===== src/rtl/pgx_pkg.sv =====
package pgx_pkg;
  localparam int SEL_W = 5;
  localparam int SEL_SRAM   = 0;
  localparam int SEL_EPROM1 = 1;
  localparam int SEL_EPROM0 = 2;
  localparam int SEL_XMEM   = 3;
  localparam int SEL_XIO    = 4;

  localparam int HI_RES  = 7;
  localparam int HI_MEM  = 6;
  localparam int HI_WP   = 5;
  localparam int HI_TOP  = 4;
  localparam logic [7:0] HI_KEEP = 8'hF0;

  localparam logic [7:0] PORT_LO_WR = 8'h10;
  localparam logic [7:0] PORT_HI_WR = 8'h18;
  localparam logic [7:0] PORT_ON    = 8'h20;
  localparam logic [7:0] PORT_MAP   = 8'h28;
  localparam logic [7:0] PORT_LO_RD = 8'h70;
  localparam logic [7:0] PORT_HI_RD = 8'h78;

  localparam logic [15:0] BOOT_BASE = 16'hF800;

  typedef enum logic [1:0] {RZ_NONE, RZ_SRAM, RZ_EP1, RZ_EP0} res_zone_t;

  function automatic res_zone_t res_zone(input logic [3:0] nib);
    case (nib)
      4'h2:        return RZ_SRAM;
      4'h4, 4'h5:  return RZ_EP1;
      4'hE, 4'hF:  return RZ_EP0;
      default:     return RZ_NONE;
    endcase
  endfunction
endpackage


===== src/rtl/pgx_table.sv =====
module pgx_table #(
  parameter int IDX_W = 8,
  parameter int DW    = 8
) (
  input  logic             clk,
  input  logic             we_lo,
  input  logic             we_hi,
  input  logic [IDX_W-1:0] waddr,
  input  logic [DW-1:0]    wdata,
  input  logic [IDX_W-1:0] ra_cpu,
  input  logic [IDX_W-1:0] ra_dma,
  input  logic [IDX_W-1:0] ra_io,
  output logic [DW-1:0]    cpu_lo,
  output logic [DW-1:0]    cpu_hi,
  output logic [DW-1:0]    dma_lo,
  output logic [DW-1:0]    dma_hi,
  output logic [DW-1:0]    io_lo,
  output logic [DW-1:0]    io_hi
);
  import pgx_pkg::*;
  localparam int DEPTH = 1 << IDX_W;

  logic [DW-1:0] lo_mem [DEPTH];
  logic [DW-1:0] hi_mem [DEPTH];

  always_ff @(posedge clk) begin
    if (we_lo) lo_mem[waddr] <= wdata;
    if (we_hi) hi_mem[waddr] <= wdata & DW'(HI_KEEP);
  end

  assign cpu_lo = lo_mem[ra_cpu];
  assign cpu_hi = hi_mem[ra_cpu];
  assign dma_lo = lo_mem[ra_dma];
  assign dma_hi = hi_mem[ra_dma];
  assign io_lo  = lo_mem[ra_io];
  assign io_hi  = hi_mem[ra_io];
endmodule


===== src/rtl/pgx_xlate.sv =====
module pgx_xlate #(
  parameter int PAGE_BITS = 11,
  parameter int DW        = 8,
  parameter int PA_W      = PAGE_BITS + DW + 1
) (
  input  logic [PAGE_BITS-1:0]     off,
  input  logic [DW-1:0]            lo,
  input  logic [DW-1:0]            hi,
  input  logic                     rd,
  input  logic                     wr,
  input  logic                     on,
  output logic [PA_W-1:0]          pa,
  output logic [pgx_pkg::SEL_W-1:0] sel
);
  import pgx_pkg::*;

  logic [PA_W-1:0] mapped_pa;
  res_zone_t       zone;

  assign mapped_pa = {hi[HI_TOP], lo, off};
  assign zone      = res_zone(mapped_pa[15:12]);

  always_comb begin
    sel = '0;
    if (!on) begin
      pa = PA_W'(BOOT_BASE) | PA_W'(off);
      sel[SEL_EPROM0] = rd;
    end else begin
      pa = mapped_pa;
      if (rd || wr) begin
        if (hi[HI_RES]) begin
          case (zone)
            RZ_SRAM: sel[SEL_SRAM]   = 1'b1;
            RZ_EP1:  sel[SEL_EPROM1] = rd;
            RZ_EP0:  sel[SEL_EPROM0] = rd;
            default: sel = '0;
          endcase
        end else if (hi[HI_MEM]) begin
          sel[SEL_XMEM] = 1'b1;
        end else begin
          sel[SEL_XIO] = 1'b1;
        end
      end
    end
  end
endmodule


===== src/rtl/pgx_ioport.sv =====
module pgx_ioport #(
  parameter int IDX_W    = 8,
  parameter int DW       = 8,
  parameter int MAPREG_W = 4
) (
  input  logic                clk,
  input  logic                rst,
  input  logic [15:0]         io_addr,
  input  logic [DW-1:0]       io_wdata,
  input  logic                io_wr,
  input  logic                io_rd,
  input  logic [DW-1:0]       rb_lo,
  input  logic [DW-1:0]       rb_hi,
  output logic                we_lo,
  output logic                we_hi,
  output logic [IDX_W-1:0]    entry,
  output logic [DW-1:0]       rdata,
  output logic                on_q,
  output logic [MAPREG_W-1:0] map_q
);
  import pgx_pkg::*;

  logic [7:0] code;
  assign code  = io_addr[7:0];
  assign entry = io_addr[15:16-IDX_W];
  assign we_lo = io_wr && (code == PORT_LO_WR);
  assign we_hi = io_wr && (code == PORT_HI_WR);

  always_ff @(posedge clk) begin
    if (rst) begin
      on_q  <= 1'b0;
      map_q <= '0;
    end else if (io_wr && code == PORT_MAP) begin
      on_q  <= 1'b1;
      map_q <= io_wdata[MAPREG_W-1:0];
    end else if (io_wr && code == PORT_ON) begin
      on_q  <= 1'b1;
    end
  end

  always_comb begin
    rdata = '0;
    if (io_rd && code == PORT_LO_RD) rdata = rb_lo;
    if (io_rd && code == PORT_HI_RD) rdata = rb_hi;
  end
endmodule


===== src/rtl/pgx_mmu.sv =====
module pgx_mmu #(
  parameter int PAGE_BITS = 11,
  parameter int TAG_BITS  = 5,
  parameter int MAP_BITS  = 3,
  parameter int DW        = 8,
  parameter int VA_W      = PAGE_BITS + TAG_BITS,
  parameter int PA_W      = PAGE_BITS + DW + 1
) (
  input  logic                      clk,
  input  logic                      rst,
  input  logic [15:0]               io_addr,
  input  logic [DW-1:0]             io_wdata,
  input  logic                      io_wr,
  input  logic                      io_rd,
  output logic [DW-1:0]             io_rdata,
  input  logic [VA_W-1:0]           cpu_addr,
  input  logic                      cpu_rd,
  input  logic                      cpu_wr,
  output logic [PA_W-1:0]           cpu_pa,
  output logic [pgx_pkg::SEL_W-1:0] cpu_sel,
  input  logic [VA_W-1:0]           dma_addr,
  input  logic                      dma_rd,
  input  logic                      dma_wr,
  output logic [PA_W-1:0]           dma_pa,
  output logic [pgx_pkg::SEL_W-1:0] dma_sel
);
  localparam int IDX_W    = TAG_BITS + MAP_BITS;
  localparam int MAPREG_W = MAP_BITS + 1;

  logic                we_lo, we_hi;
  logic [IDX_W-1:0]    io_entry, cpu_idx, dma_idx;
  logic [DW-1:0]       c_lo, c_hi, d_lo, d_hi, r_lo, r_hi;
  logic                ctl_on;
  logic [MAPREG_W-1:0] ctl_map;

  assign cpu_idx = {cpu_addr[VA_W-1:PAGE_BITS], ctl_map[MAP_BITS-1:0]};
  assign dma_idx = {dma_addr[VA_W-1:PAGE_BITS], {MAP_BITS{1'b1}}};

  pgx_ioport #(.IDX_W(IDX_W), .DW(DW), .MAPREG_W(MAPREG_W)) u_io (
    .clk(clk), .rst(rst), .io_addr(io_addr), .io_wdata(io_wdata),
    .io_wr(io_wr), .io_rd(io_rd), .rb_lo(r_lo), .rb_hi(r_hi),
    .we_lo(we_lo), .we_hi(we_hi), .entry(io_entry), .rdata(io_rdata),
    .on_q(ctl_on), .map_q(ctl_map)
  );

  pgx_table #(.IDX_W(IDX_W), .DW(DW)) u_tab (
    .clk(clk), .we_lo(we_lo), .we_hi(we_hi), .waddr(io_entry),
    .wdata(io_wdata), .ra_cpu(cpu_idx), .ra_dma(dma_idx), .ra_io(io_entry),
    .cpu_lo(c_lo), .cpu_hi(c_hi), .dma_lo(d_lo), .dma_hi(d_hi),
    .io_lo(r_lo), .io_hi(r_hi)
  );

  pgx_xlate #(.PAGE_BITS(PAGE_BITS), .DW(DW), .PA_W(PA_W)) u_cpu_xl (
    .off(cpu_addr[PAGE_BITS-1:0]), .lo(c_lo), .hi(c_hi), .rd(cpu_rd),
    .wr(cpu_wr), .on(ctl_on), .pa(cpu_pa), .sel(cpu_sel)
  );

  pgx_xlate #(.PAGE_BITS(PAGE_BITS), .DW(DW), .PA_W(PA_W)) u_dma_xl (
    .off(dma_addr[PAGE_BITS-1:0]), .lo(d_lo), .hi(d_hi), .rd(dma_rd),
    .wr(dma_wr), .on(1'b1), .pa(dma_pa), .sel(dma_sel)
  );
endmodule


===== config.mk =====
export PLATFORM = sky130hd
export DESIGN_NAME = pgx_mmu
export DESIGN_NICKNAME = d
export VERILOG_FILES = /design/src/rtl/pgx_pkg.sv /design/src/rtl/pgx_table.sv /design/src/rtl/pgx_xlate.sv /design/src/rtl/pgx_ioport.sv /design/src/rtl/pgx_mmu.sv
export SDC_FILE = /design/constraint.sdc
export NUM_CORES = 2
export LEC_CHECK = 0
export CORE_MARGIN = 1.5
export CORE_UTILIZATION = 49
export CTS_CLUSTER_DIAMETER = 150
export DETAILED_ROUTE_END_ITERATION = 12
export DONT_BUFFER_PORTS = 1
export HOLD_SLACK_MARGIN = 0.02
export PLACE_DENSITY = 0.69
export SLEW_MARGIN = 0
export SYNTH_ARGS = -nofsm -noshare
export SYNTH_HDL_FRONTEND = slang
export SYNTH_SLANG_ARGS = --single-unit

===== constraint.sdc =====
create_clock -name clk -period 4.1 [get_ports clk]
set_clock_uncertainty 0.1 [all_clocks]
set_input_delay 0.41 -clock clk [delete_from_list [all_inputs] [get_ports clk]]
set_output_delay 0.41 -clock clk [all_outputs]
set_load 0.01 [all_outputs]

==> metrics.log, run 1 <==
[metrics] asr flop ratio synth: 0%
[metrics] buffers from clock root to sink, at most: 4
[metrics] dominant cells by area after synthesis: sky130_fd_sc_hd__edfxtp_1 (64%), sky130_fd_sc_hd__mux4_2 (29%), sky130_fd_sc_hd__nor2_1 (1.4%)
[metrics] error message: [ERROR GRT-0228] Horizontal edge usage exceeds the maximum allowed. (68, 23) usage=65535 limit=3200
[metrics] EDFF count, synth: 3072
[metrics] CTS root buffer: sky130_fd_sc_hd__clkbuf_16
[metrics] placement-stage worst setup slack: -885 ps
[metrics] Max H-tree Level: 5
[metrics] area share of the leading cell type in the synthesized netlist: about 64%
[metrics] post-synth top area cell: sky130_fd_sc_hd__edfxtp_1
[metrics] syn avg cell area: about 21 um^2
[metrics] fraction of the yosys area taken by sequential cells: between 60% and 70%
[metrics] initial core utilization: roughly half
[metrics] ys flop type: sky130_fd_sc_hd__edfxtp_1
[metrics] synthesized flop and latch total: 3076
[metrics] number of cell rows: 199
[metrics] synthesized area: around 150000 um^2
[metrics] HPWL after DPL: around 310000 um
[metrics] Cells after Synth: slightly below 7000
[metrics] # port buffers: 0
[metrics] Yosys warning count: 0
[metrics] maximum number of pins on one net before global-route repair: 776
[metrics] die height: ~550 um
[metrics] result of the run: stopped before the end
[metrics] number of distinct standard cells referenced by the synthesized netlist: 60
[metrics] total CTS buffers: roughly 320
[metrics] placer congestion estimate: roughly 0.96
[metrics] boundary pin count: ~120
[metrics] # clock sinks: between 3000 and 4000
[metrics] Stopped at: 5_1_grt
[metrics] die extent in x: approximately 550 um
[metrics] net count after synthesis: roughly 7000
==> cell usage after synthesis (all sizes together), types with 3 or more instances <==
| cell type | number |
|---|---|
| o211a | 4 |
| a21oi | 33 |
| edfxtp | 3072 |
| nor2b | 33 |
| o21ai | 25 |
| a32o | 6 |
| nand4 | 12 |
| nor2 | 547 |
| o2bb2ai | 8 |
| dfxtp | 4 |
| inv | 6 |
| mux2 | 23 |
| or3 | 3 |
| o32ai | 4 |
| a311oi | 7 |
| a211oi | 16 |
| a2111oi | 5 |
| and3 | 11 |
| and3b | 4 |
| nand3 | 76 |
| nand2b | 22 |
| o22ai | 12 |
| nand3b | 4 |
| o211ai | 7 |
| o2111ai | 3 |
| and2 | 12 |
| nor3 | 15 |
| mux2i | 134 |
| a22oi | 67 |
| a31oi | 9 |
| buf | 341 |
| a221oi | 25 |
| clkbuf | 264 |
| a41oi | 3 |
| nor4 | 11 |
| nand2 | 124 |
| o221ai | 10 |
| a22o | 26 |
| o31ai | 5 |
| mux4 | 1865 |
| and4 | 3 |
| nor3b | 3 |
| a32oi | 15 |
==> timing repair <==
| action | 4_1_cts |
|---|---|
| cloned | 24 |
| hold buffers | 11 |
| pin swaps | 39 |
| setup endpoints to repair | 23 |
| buffers inserted | 94 |
| gates resized for setup | 216 |
| endpoints found under the hold margin | 3076 |
==> through the flow <==
stage	util (%)	cells	instance area, um^2	TNS [ps]
floorplan	-	6893	145000	0
global placement	52.1	10885	153000	-6950
detailed placement	52.1	10885	153000	-5790
CTS	56.5	11586	166000	-10270
==> cell families after synthesis <==
logic type	count (synthesis)	synth area share [%]
compound gates	295	1.52
buf+inv	611	2.19
flops	3076	63.6
mux	2022	30.0
simple gates	889	2.64
==> inputs of run 2 (changes only) <==
Settings changed: CORE_UTILIZATION 49 to 34, CTS_CLUSTER_DIAMETER 150 to default, HOLD_SLACK_MARGIN 0.02 to default, PLACE_DENSITY 0.69 to default, PLACE_DENSITY_LB_ADDON from default to 0.15.
==> metrics.log, run 2 <==
[metrics] result of the run: finished with violations
[metrics] violations in the final reports: hold timing, slew limit, setup timing
[metrics] TritonCTS clock tree: built
[metrics] aggregate global-route resource usage: about a quarter
[metrics] Pre-Repair DR Iteration Count: 6
[metrics] total core area: between 400000 and 500000 um^2
[metrics] Critical Setup Path Class: reg2out
[metrics] Area growth syn-to-layout: 21.2%
[metrics] die height: ~660 um
[metrics] net count after synthesis: ~7000
[metrics] Remaining Overflow, GRT: 0
[metrics] Total Nets Final: about 7900
[metrics] Relative slew margins: -29.0%
[metrics] static power due to leakage: approximately 54 nW
[metrics] register ranked first by flip-flop count: u_tab.lo_mem
[metrics] asr flop ratio synth: 0%
[metrics] clock latency of the later-clocked register in the worst-skew pair: about 960 ps
[metrics] Critical Path Start Type: flip-flop
[metrics] number of setup violations in the final report: 23
[metrics] vias in the first global route: about 85000
[metrics] initial core utilization: roughly a third
[metrics] clock period minus worst slack: between 5000 and 6000 ps
[metrics] Final Hold Slack: -36.0 ps
[metrics] Yosys warning count: 0
[metrics] number of routed nets with antenna violations: 0
[metrics] placer congestion estimate: about 0.89
[metrics] vias per std cell: roughly 6.2
[metrics] share of power burned in registers: roughly 50%
[metrics] WP data required: around 3600 ps
[metrics] Critical Path Max Stage Delay: slightly above 600 ps
[metrics] boundary pin count: roughly 120
[metrics] cell count after placement: 12984
[metrics] count leader, synth: sky130_fd_sc_hd__edfxtp_1
[metrics] number of cell rows: about 240
[metrics] switching share of power: between 20% and 30%
[metrics] final non-filler cell total: between 10000 and 15000
[metrics] worst voltage drop across the vdd grid: around 350 uV
[metrics] final routed wire length divided by cell count: approximately 42 um
[metrics] CP Data Arrival Time: 4570 ps
[metrics] fraction of the yosys area taken by sequential cells: a little under two thirds
[metrics] DRC violation count after routing: 0
[metrics] switching power: between 15 and 20 mW
[metrics] number of antenna violations at the first check in global routing: 55
[metrics] fmax: between 150 and 200 MHz
[metrics] wire length of the first global-routing pass: slightly below 800000 um
[metrics] most frequent cells in the layout: sky130_fd_sc_hd__edfxtp_1 (3072), sky130_fd_sc_hd__mux4_2 (1865), sky130_fd_sc_hd__buf_4 (852)
[metrics] Die Area: around 430000 um^2
[metrics] post-synth top area cell: sky130_fd_sc_hd__edfxtp_1
[metrics] period utilisation layout: 124%
[metrics] Layout fillers: ~37000
[metrics] # port buffers: 0
[metrics] synthesized area: approximately 150000 um^2
[metrics] cell breakdown of the critical path: buf_12 > buf_12 > buf_16 > buf_12 > buf_16 > mux4_2 > mux4_2 > mux4_2 > nand3_1 > o2111ai_2 > buf_4
[metrics] EDFF count, synth: ~3000
[metrics] CP endpoint kind: output port
[metrics] most frequent standard cell in the layout excluding fill and tap cells: sky130_fd_sc_hd__edfxtp_1
[metrics] biggest regs: u_tab.lo_mem (2048), u_tab.hi_mem (1024), u_io.map_q (3)
[metrics] final count of hold timing violations: 2
[metrics] total CTS buffers: about 350
[metrics] layout cell share with drive strength beyond 1: 46.8%
[metrics] power per cell area: 403 nW/um^2
[metrics] Max H-tree Level: 5
[metrics] ys flop type: sky130_fd_sc_hd__edfxtp_1
[metrics] setup repair after global routing missed its margin: true
[metrics] cell with the largest stage delay on the worst path: sky130_fd_sc_hd__mux4_2
[metrics] cell class contributing the biggest share of worst-path delay: multiplexers
[metrics] Via Count: 86139
[metrics] Max-cap violations: 0
[metrics] die extent in x: roughly 660 um
[metrics] buffers from clock root to sink, at most: 4
[metrics] number of violations reported at the end of detailed-routing iteration 0: ~13000
[metrics] HPWL after DPL: approximately 360000 um
[metrics] final worst setup slack: -984 ps
[metrics] # clock sinks: 3076
[metrics] post-layout total power: about 71 mW
[metrics] number of pins with negative max-slew slack in the final report: 471
[metrics] Internal Pwr Total: around 55 mW
[metrics] kind of path behind the tightest hold check: in2reg
[metrics] Least-Margin Pin Slew: 1940 ps
[metrics] synthesized flop and latch total: between 3000 and 4000
[metrics] CP Max Fanout: 5
[metrics] combined buffer and inverter count along the critical path: 6
[metrics] CTS root buffer: sky130_fd_sc_hd__clkbuf_16
[metrics] dominant cells by area after synthesis: sky130_fd_sc_hd__edfxtp_1 (64%), sky130_fd_sc_hd__mux4_2 (29%), sky130_fd_sc_hd__nor2_1 (1.4%)
[metrics] number of distinct standard cells referenced by the synthesized netlist: 60
[metrics] syn avg cell area: between 20 and 25 um^2
[metrics] share of total power in combinational logic: between 6 and 7%
[metrics] Clk network pwr share: ~45%
[metrics] Cells after Synth: ~6900
[metrics] clock slew seen by the registers of the worst setup and hold paths: around 60 ps
[metrics] most instantiated cells after synthesis: sky130_fd_sc_hd__edfxtp_1 (3072), sky130_fd_sc_hd__mux4_2 (1865), sky130_fd_sc_hd__nor2_1 (547), sky130_fd_sc_hd__clkbuf_1 (264), sky130_fd_sc_hd__buf_2 (160)
[metrics] sum of routed wire length over all layers: between 500000 and 600000 um
[metrics] number of flip-flops under the largest register name: 2048
[metrics] final core area utilization: around two fifths
[metrics] maximum number of pins on one net before global-route repair: between 500 and 600
[metrics] area share of the leading cell type in the synthesized netlist: 63.6%
-- run 2: cell counts after synthesis --
No cell type changed its count.
-- run 2: per-layer routing --
layer	up-vias	global-route usage, %	wire length (um)
met5	-	0	193
met4	30	10.1	26600
met3	942	5.85	56900
met2	5142	40.9	269000
met1	47731	36.5	230000
li1	32294	-	-
-- run 2: cells by family (layout without fill, tap and decap cells) --
logic type             count (synthesis)  in the layout  share of synthesized area, %
other                                  0             15                             0
buffers and inverters                611           1867                          2.19
muxes                               2022           2022                          30.0
DFF                                 3076           3076                          63.6
and+or+nand+nor                      889            889                          2.64
AOI/OAI and AO/OA                    295            295                          1.52
-- run 2: final timing paths --
kind	startpoint	endpoint	slack, ps	cells past startpoint
max	u_io.map_q[0]	cpu_pa[11]	-980	11
min	io_wdata[2]	u_tab.lo_mem[131][2]	-40	1
max reg2reg	u_io.map_q[1]	u_io.map_q[1]	2170	5
min reg2reg	u_io.map_q[0]	u_io.map_q[0]	1140	6
-- run 2: power groups by stage --
stage	clock [mW]	combinational [mW]	sequential (mW)
floorplan	0	2.11	35.3
global placement	0	3.42	35.3
detailed placement	0	3.42	35.3
CTS	32.2	3.91	34.6
global route	33.3	4.43	34.6
finish	31.9	4.36	34.6
-- run 2: final cells by class --
type / count / area [um^2] / area share, %
inverter: 6 / 22.5 / 0.0128
clock inverter: 212 / 2220 / 1.26
clock buffer: 417 / 9120 / 5.18
multi-input combinational: 3206 / 50900 / 28.9
timing repair buffer: 1232 / 14300 / 8.10
sequential: 3076 / 92300 / 52.5
antenna: 15 / 37.5 / 0.0213
tap: 5663 / 7090 / 4.03
-- run 2: through the flow --
stage	cell area (um^2)	setup WS [ps]	setup TNS, ps
after global placement	160000	-4250	-2533950
after detailed placement	160000	-4290	-2371310
after CTS	175000	-1050	-16120
after floorplan	145000	514	0
after global routing	176000	-987	-14460
final	176000	-984	-13930
-- run 2: repair_timing --
item                                    4_1_cts  5_1_grt
gates cloned                                 42       11
pin swaps                                    32       35
hold endpoints to repair                   2471      288
hold buffers                                 14        7
setup buffers                                77       45
gates resized for setup                     196      133
endpoints found under the setup margin      139       24
-- run 2: worst register-to-register path, stage by stage, from the launching register on --
cell and delay, ps:
sky130_fd_sc_hd__dfxtp_4 400, sky130_fd_sc_hd__buf_12 290, sky130_fd_sc_hd__buf_4 300, sky130_fd_sc_hd__mux2i_1 100
sky130_fd_sc_hd__dlygate4sd3_1 570, sky130_fd_sc_hd__nor2_1 100
(Power assumes the default switching activity.)
